--- config.mk ---
export PLATFORM = sky130hd
export DESIGN_NAME = cop_watchdog
export DESIGN_NICKNAME = d
export VERILOG_FILES = /design/src/rtl/cop_watchdog.sv
export SDC_FILE = /design/constraint.sdc
export NUM_CORES = 1
export LEC_CHECK = 0
export BUFFER_PORTS_ARGS = -buffer_cell sky130_fd_sc_hd__buf_4
export CORE_MARGIN = 2
export CORE_UTILIZATION = 40
export DETAILED_ROUTE_END_ITERATION = 7
export PLACE_DENSITY = 0.63
export SETUP_SLACK_MARGIN = 0.1
export SLEW_MARGIN = 5
export SYNTH_ARGS = -nofsm -noshare
export SYNTH_HDL_FRONTEND = slang
export SYNTH_SLANG_ARGS = --single-unit
--- constraint.sdc ---
create_clock -name clk -period 2.76 [get_ports clk]
set_clock_uncertainty 0.05 [all_clocks]
set_input_delay 0.138 -clock clk [delete_from_list [all_inputs] [get_ports clk]]
set_output_delay 0.138 -clock clk [all_outputs]
set_load 0.01 [all_outputs]
--- src/rtl/cop_watchdog.sv ---
module cop_watchdog #(
  parameter int PRE_W    = 12,
  parameter int CNT_W    = 6,
  parameter int SHORT_W  = 7,
  parameter int KEEP_W   = 4,
  parameter int LOW_CYC  = 32,
  parameter int HOLD_CYC = 32,
  parameter int ADDR_W   = 16,
  parameter logic [ADDR_W-1:0] SERV_ADDR  = '1,
  parameter logic [7:0]        RST_VEC_LO = 8'h00
) (
  input  logic              clk,
  input  logic              por_n,
  input  logic              cfg_short,
  input  logic              cfg_disable,
  input  logic              stop_i,
  input  logic              wr_en,
  input  logic [ADDR_W-1:0] addr,
  output logic [7:0]        rd_data,
  output logic              rst_pin_n,
  output logic              sys_rst,
  output logic              cop_flag
);
  localparam int HI_W  = PRE_W - KEEP_W;
  localparam int SEQ_W = $clog2(LOW_CYC + HOLD_CYC);
  localparam logic [SEQ_W-1:0] LOW_END = SEQ_W'(LOW_CYC);
  localparam logic [SEQ_W-1:0] SEQ_END = SEQ_W'(LOW_CYC + HOLD_CYC - 1);

  logic [KEEP_W-1:0] pre_lo;
  logic [HI_W-1:0]   pre_hi;
  logic [CNT_W-1:0]  cnt;
  logic [SEQ_W-1:0]  seq_cnt;
  logic              seq_on;

  wire [PRE_W-1:0] pre  = {pre_hi, pre_lo};
  wire             hit  = (addr == SERV_ADDR);
  wire             svc  = wr_en && hit;
  wire             tick = cfg_short ? &pre[SHORT_W-1:0] : &pre;
  wire             ovf  = tick && (&cnt);

  assign rd_data   = hit ? RST_VEC_LO : 8'h00;
  assign sys_rst   = seq_on;
  assign rst_pin_n = !(seq_on && seq_cnt < LOW_END);

  always_ff @(posedge clk or negedge por_n) begin
    if (!por_n) begin
      pre_lo   <= '0;
      pre_hi   <= '0;
      cnt      <= '0;
      seq_on   <= 1'b0;
      seq_cnt  <= '0;
      cop_flag <= 1'b0;
    end else begin
      if (!stop_i) pre_lo <= pre_lo + KEEP_W'(1);
      if (seq_on) begin
        pre_hi  <= '0;
        cnt     <= '0;
        seq_cnt <= seq_cnt + SEQ_W'(1);
        if (seq_cnt == SEQ_END) begin
          seq_on  <= 1'b0;
          seq_cnt <= '0;
        end
      end else if (cfg_disable || svc) begin
        pre_hi <= '0;
        cnt    <= '0;
      end else if (!stop_i) begin
        pre_hi <= pre_hi + HI_W'(&pre_lo);
        cnt    <= cnt + CNT_W'(tick);
        if (ovf) begin
          seq_on   <= 1'b1;
          seq_cnt  <= '0;
          cop_flag <= 1'b1;
        end
      end
    end
  end


  svc_clear_chk: assert property (@(posedge clk) disable iff (!por_n)
    svc |=> cnt == '0);

  pin_low_at_start_chk: assert property (@(posedge clk) disable iff (!por_n)
    $rose(sys_rst) |-> !rst_pin_n);

  pin_release_in_hold_chk: assert property (@(posedge clk) disable iff (!por_n)
    $rose(rst_pin_n) |-> sys_rst);

  flag_sticky_chk: assert property (@(posedge clk) disable iff (!por_n)
    cop_flag |=> cop_flag);

  no_reset_when_off_chk: assert property (@(posedge clk) disable iff (!por_n)
    cfg_disable && !sys_rst |=> !sys_rst && cnt == '0);

  stop_hold_chk: assert property (@(posedge clk) disable iff (!por_n)
    stop_i && !seq_on |=> $stable(cnt) && $stable(pre_hi) && $stable(pre_lo));
endmodule

==> impl_metrics.tcl, run 1 <==
set metrics [dict create \
    status "complete, no violations" \
    final_common_cell "dfrtp_1" \
    num_rows 21 \
    synth_enable_flop_cells 0 \
    grt_pass1_vias 999 \
    hold_slack_ns 0.0717 \
    reg2reg_depth 9 \
    min_delay_worst_endpoint "pre_lo[0]" \
    final-hold-violation-count 0 \
    viasPerCell 4.94 \
    powerDensity_mw_per_mm2 439 \
    synth-main-ff-cell "dfrtp_1" \
    first_pass_iters 4 \
    fmax_ghz 0.459 \
    syn2layout_area_growth_pct 16.1 \
    port-buffer-count 24 \
    setup-violations-final 0 \
    drv_slew 0 \
    dr_total_vias 1028 \
    fin_crit_sh_pct 78.9 \
    die_h_um 63.2 \
    grt_first_pass_wirelength_um 4420 \
    die_w_um 63.2 \
    synth_area_per_cell_um2 10.2 \
    num_antenna_cells 0 \
    grt_use_total_pct 13.8 \
    layout_common_cells "dfrtp_1 (26), buf_4 (24), nor2_1 (16)" \
    syn_area_mm2 0.00140 \
    cp.arrival_ns 2.33 \
    hp-class "primary input to flop" \
    worstHoldStart "stop_i" \
    holdPathStages 2 \
    yosys_warnings 0 \
    clk-insertion-delay-late_ns 0.32 \
    cts-buffers-inserted 3 \
    overflow 0 \
    num-nets-final 192 \
    routed_wirelength_um 2490 \
    reg2reg_slack_ns 0.58 \
    met1_usage_pct 18.0 \
    worstPathRequired_ns 2.91 \
    cts.clk_slew.worst_paths_ns 0.13 \
    core_region_area_mm2 0.00336 \
    ant_nets 0 \
    layout-drive-gt1-share_pct 19.1 \
    fin_tns_setup_ns 0 \
    drc 0 \
    hpwl_um 1860 \
    grt_antenna_before_repair 0 \
    path_max_fanout 6 \
    cts_tree "built" \
    grt_use_met2_pct 22.5 \
    die_area_mm2 0.00400 \
    endpoint_kind "flop" \
    rr_endpoint "cnt[4]" \
    initial_core_util_pct 41.7 \
    cts_setup_buffers 0 \
    grt_max_degree 27 \
    met3_usage_pct 3.93 \
    startpoint_type "flop" \
    worstSetupPathType "flop to flop" \
    grt_busiest_layer "met2" \
    reg2reg_from "pre_hi[2]" \
    cts_buffer_depth 2 \
    root_buffer "clkbuf_4" \
    ys_seq_area_share_pct 46.4 \
    ir_drop_mv 0.333 \
    num_io_pins 33 \
    syn_inst 138 \
    async_reset_ff_share_pct 100 \
    htreeDepth 1 \
    p_leak_nw 0.799 \
    cts.sinks 26 \
    rsz0062_at_grt "no" \
    drtIter0Drc 46 \
    fin_cells 208 \
    placed_cells 204 \
    cap_violations 0 \
    ys_ff_latch 26 \
    gp_congestion 0.790 \
    fin_crit_ns 2.18 \
    ys_types 34 \
    wl_per_cell_um 12.0 \
]
==> through the flow <==
step,util [%],setup WS [ns],power [mW],area [um^2]
floorplan,-,0.776,0.523,1430
global placement,47.4,0.688,0.556,1600
detailed placement,47.4,0.599,0.561,1600
CTS,48.4,0.574,0.726,1630
global route,48.4,0.462,0.757,1630
finish,48.4,0.582,0.714,1630
==> state kept, by name, indices dropped and copies added (netlist names) <==
name / count
cnt: 6
pre_lo: 4
cop_flag: 1
pre_hi: 8
sys_rst: 1
seq_cnt: 6
==> report_power, final <==
group / leakage (nW) / internal [mW] / switching, mW
Sequential: 0.323 / 0.414 / 0.0276
Combinational: 0.462 / 0.0632 / 0.0498
Clock: 0.0138 / 0.0512 / 0.109
Total: 0.799 / 0.528 / 0.186
==> cell type report <==
class                      count  area, um^2
sequential                    26         651
clock buffer                   3        22.5
fill                         336        1740
timing repair buffer          25         190
inverter                       2        7.51
multi-input combinational    106         699
tap                           46        57.6
==> worst max path at each step <==
stage / start / to / slack, ns / cells past startpoint
finish: pre_hi[2] / cnt[4] / 0.58 / 9
global route: pre_hi[2] / cnt[4] / 0.46 / 9
CTS: pre_hi[2] / cnt[4] / 0.57 / 9
detailed placement: pre_hi[2] / cnt[4] / 0.60 / 9
global placement: pre_hi[2] / cnt[4] / 0.69 / 9
floorplan: pre_hi[2] / cnt[4] / 0.78 / 9
==> critical path: stages, from the launching register on <==
cell and delay [ns]:
dfrtp_1 0.46, and4_1 0.22, a32oi_1 0.37, nor2_1 0.10, ha_1 0.22, ha_1 0.18
nor2b_1 0.15, nand3_1 0.10, xor2_1 0.15, nor2_1 0.06
==> Yosys cell counts, drive strengths merged (3+ instances only) <==
cell type  count  area share [%]
buf            9             4.5
dfrtp         26              46
ha             6             5.4
mux2i          4             2.9
nand2         12             3.2
nand3          9             3.2
nand4          4             1.8
nand4b         3             1.9
nor2          16             4.3
nor2b          3             1.3
o21ai          5             1.8
o22ai          3             1.3
xnor2          7             4.4
xor2           8             5.0
==> cells by family after synthesis <==
logic type	count (synthesis)	share of synthesized area, %
AND/OR/NAND/NOR	56	20.8
XOR/XNOR	15	9.37
AO/OA/AOI/OAI	16	8.56
buffers and inverters	13	5.62
flip-flops	26	46.4
other	1	0.267
multiplexers	5	3.66
adder cells (fa/ha/maj)	6	5.35
==> per-layer routing <==
metal | wire length (um) | share of wire, %
met1 | 1120 | 45
met2 | 1260 | 50
met3 | 95 | 3.8
met4 | 18 | 0.72
met5 | 0 | 0
==> what timing repair did <==
item,CTS,global route
hold endpoints to repair,26,0
hold buffers,1,0
gates resized for setup,0,0
Note: power is estimated with default switching activity, not from simulation.
==> run 2, diff against run 1 <==
- PLACE_DENSITY: 0.63 -> 0.66
- clock period: 2.76 -> 2 ns (I/O delays scaled with it)
==> run 2 against run 1 <==
  * Via count increased by 6.7%
  * Routed wire length increased by 15%
  * Critical path type unchanged
  * Critical path depth rose by 2
  * Global-route usage rose by 2.3 points
  * Worst setup slack worse by 0.41 ns
  * Combinational power is 120% higher
  * Non-clock buffer count rose by 12
  * Count of clock-buffer cells in the layout increased by 1
  * Worst hold slack got worse by 0.012 ns
  * Sequential cell count unchanged
  * Sequential power is 38% higher
  * Final cell count rose by 6.3%
  * Largest power group unchanged
==> impl_metrics.tcl, run 2 (same netlist as run 1, synthesis figures left out) <==
set metrics [dict create \
    reg_top3 "pre_hi x8, cnt x6, seq_cnt x6" \
    final_common_cell "buf_4" \
    max_stage_delay_ns 0.38 \
    core_region_area_mm2 0.00336 \
    dr_total_vias 1097 \
    num_io_pins 33 \
    cp.arrival_ns 1.98 \
    die_w_um 63.2 \
    grt_use_total_pct 16.1 \
    path_buf_inv 1 \
    path_cells "ha_2, nand3_2, inv_2, nand3_2, nor2_2, ha_2, ha_4, nor2b_4, nand3_2, xor2_1, nor2_1" \
    num_rows 21 \
    holdPathStages 2 \
    min_delay_worst_endpoint "pre_lo[0]" \
    die_area_mm2 0.00400 \
    worstSetupPathType "flop to flop" \
    final-hold-violation-count 0 \
    htreeDepth 1 \
    drv_slew 0 \
    gp_congestion 0.820 \
    hpwl_um 2060 \
    reg2reg_slack_ns 0.18 \
    startpoint_type "flop" \
    fin_crit_sh_pct 91.2 \
    ant_nets 0 \
    cts_buffer_depth 2 \
    num-nets-final 204 \
    worstHoldStart "stop_i" \
    rr_endpoint "cnt[4]" \
    crit_top_cell "nand3_2" \
    reg2reg_from "pre_lo[0]" \
    path_max_fanout 2 \
    p_leak_nw 0.861 \
    cts_tree "built" \
    cts.clk_slew.worst_paths_ns 0.13 \
    status "complete, no violations" \
    cap_violations 0 \
    drtIter0Drc 65 \
    grt_first_pass_wirelength_um 5130 \
    layout-drive-gt1-share_pct 32.6 \
    viasPerCell 4.96 \
    largest_reg_flops 8 \
    grt_max_degree 27 \
    clk-insertion-delay-late_ns 0.31 \
    powerDensity_mw_per_mm2 617 \
    ir_drop_mv 0.383 \
    initial_core_util_pct 41.7 \
    syn2layout_area_growth_pct 29.0 \
    overflow 0 \
    worstPathRequired_ns 2.15 \
    setup-violations-final 0 \
    regMostFlops "pre_hi" \
    port-buffer-count 24 \
    crit_slowest_cell "dfrtp_1" \
    first_pass_iters 4 \
    num_antenna_cells 0 \
    fin_crit_ns 1.82 \
    routed_wirelength_um 2860 \
    grt_pass1_vias 1225 \
    power_mw 1.12 \
    rsz0062_at_grt "yes" \
    crit_family "adder cells" \
    fmax_ghz 0.548 \
    root_buffer "clkbuf_4" \
    layout_common_cells "buf_4 (35), dfrtp_1 (26), nor2_1 (15)" \
    hp-class "primary input to flop" \
    fin_tns_setup_ns 0 \
    wl_per_cell_um 13.0 \
    cts.sinks 26 \
    die_h_um 63.2 \
    reg2reg_depth 11 \
    drc 0 \
    endpoint_kind "flop" \
    grt_antenna_before_repair 0 \
    cts-buffers-inserted 3 \
]
[run 2: layer usage]
layer | global-route usage (%) | share of wire [%] | wire length (um)
met2 | 32.2 | 55 | 1570
met4 | 3.80 | 1.1 | 32
met3 | 3.39 | 2.8 | 80
met5 | 0 | 0 | 0
met1 | 17.0 | 41 | 1180
[run 2: worst max path at each step]
stage                     slack, ns      start         end  cells past startpoint
after floorplan                0.12  pre_hi[2]      cnt[4]                      9
after global placement         0.09  pre_lo[0]  seq_cnt[0]                      5
after detailed placement       0.01  pre_lo[0]      cnt[4]                     11
after CTS                      0.11  pre_lo[1]  seq_cnt[2]                      5
after global routing           0.05  pre_lo[1]      cnt[4]                     11
final                          0.18  pre_lo[0]      cnt[4]                     11
[run 2: cell type report]
cell class              instances  area [um^2]
clock buffers                   4         36.3
fillers                       309         1550
inverters                       2         7.51
multi-input cells             106          773
flip-flops and latches         26          651
well taps                      46         57.6
repair buffers                 37          284
[run 2: power by group]
group / internal, mW / switching, mW
Sequential: 0.571 / 0.0378
Clock: 0.111 / 0.148
Combinational: 0.152 / 0.0954
Total: 0.835 / 0.281
[run 2: what timing repair did]
item,in CTS,in global routing
hold buffers,1,0
setup endpoints to repair,9,14
gates resized for setup,10,6
setup buffers,6,3
pin swaps,4,7
endpoints found under the hold margin,26,0
[run 2: through the flow]
stage	std cells	hold slack, ns	setup WS (ns)	cell area (um^2)	utilization (%)
3_5_place_dp	207	-0.0225	0.0129	1630	48.3
2_1_floorplan	145	-0.246	0.123	1440	-
6_report	221	0.0598	0.176	1810	53.8
5_1_grt	221	0.0511	0.0478	1810	53.8
3_3_place_gp	207	-0.0247	0.0872	1630	48.3
4_1_cts	218	0.0273	0.105	1750	52.2
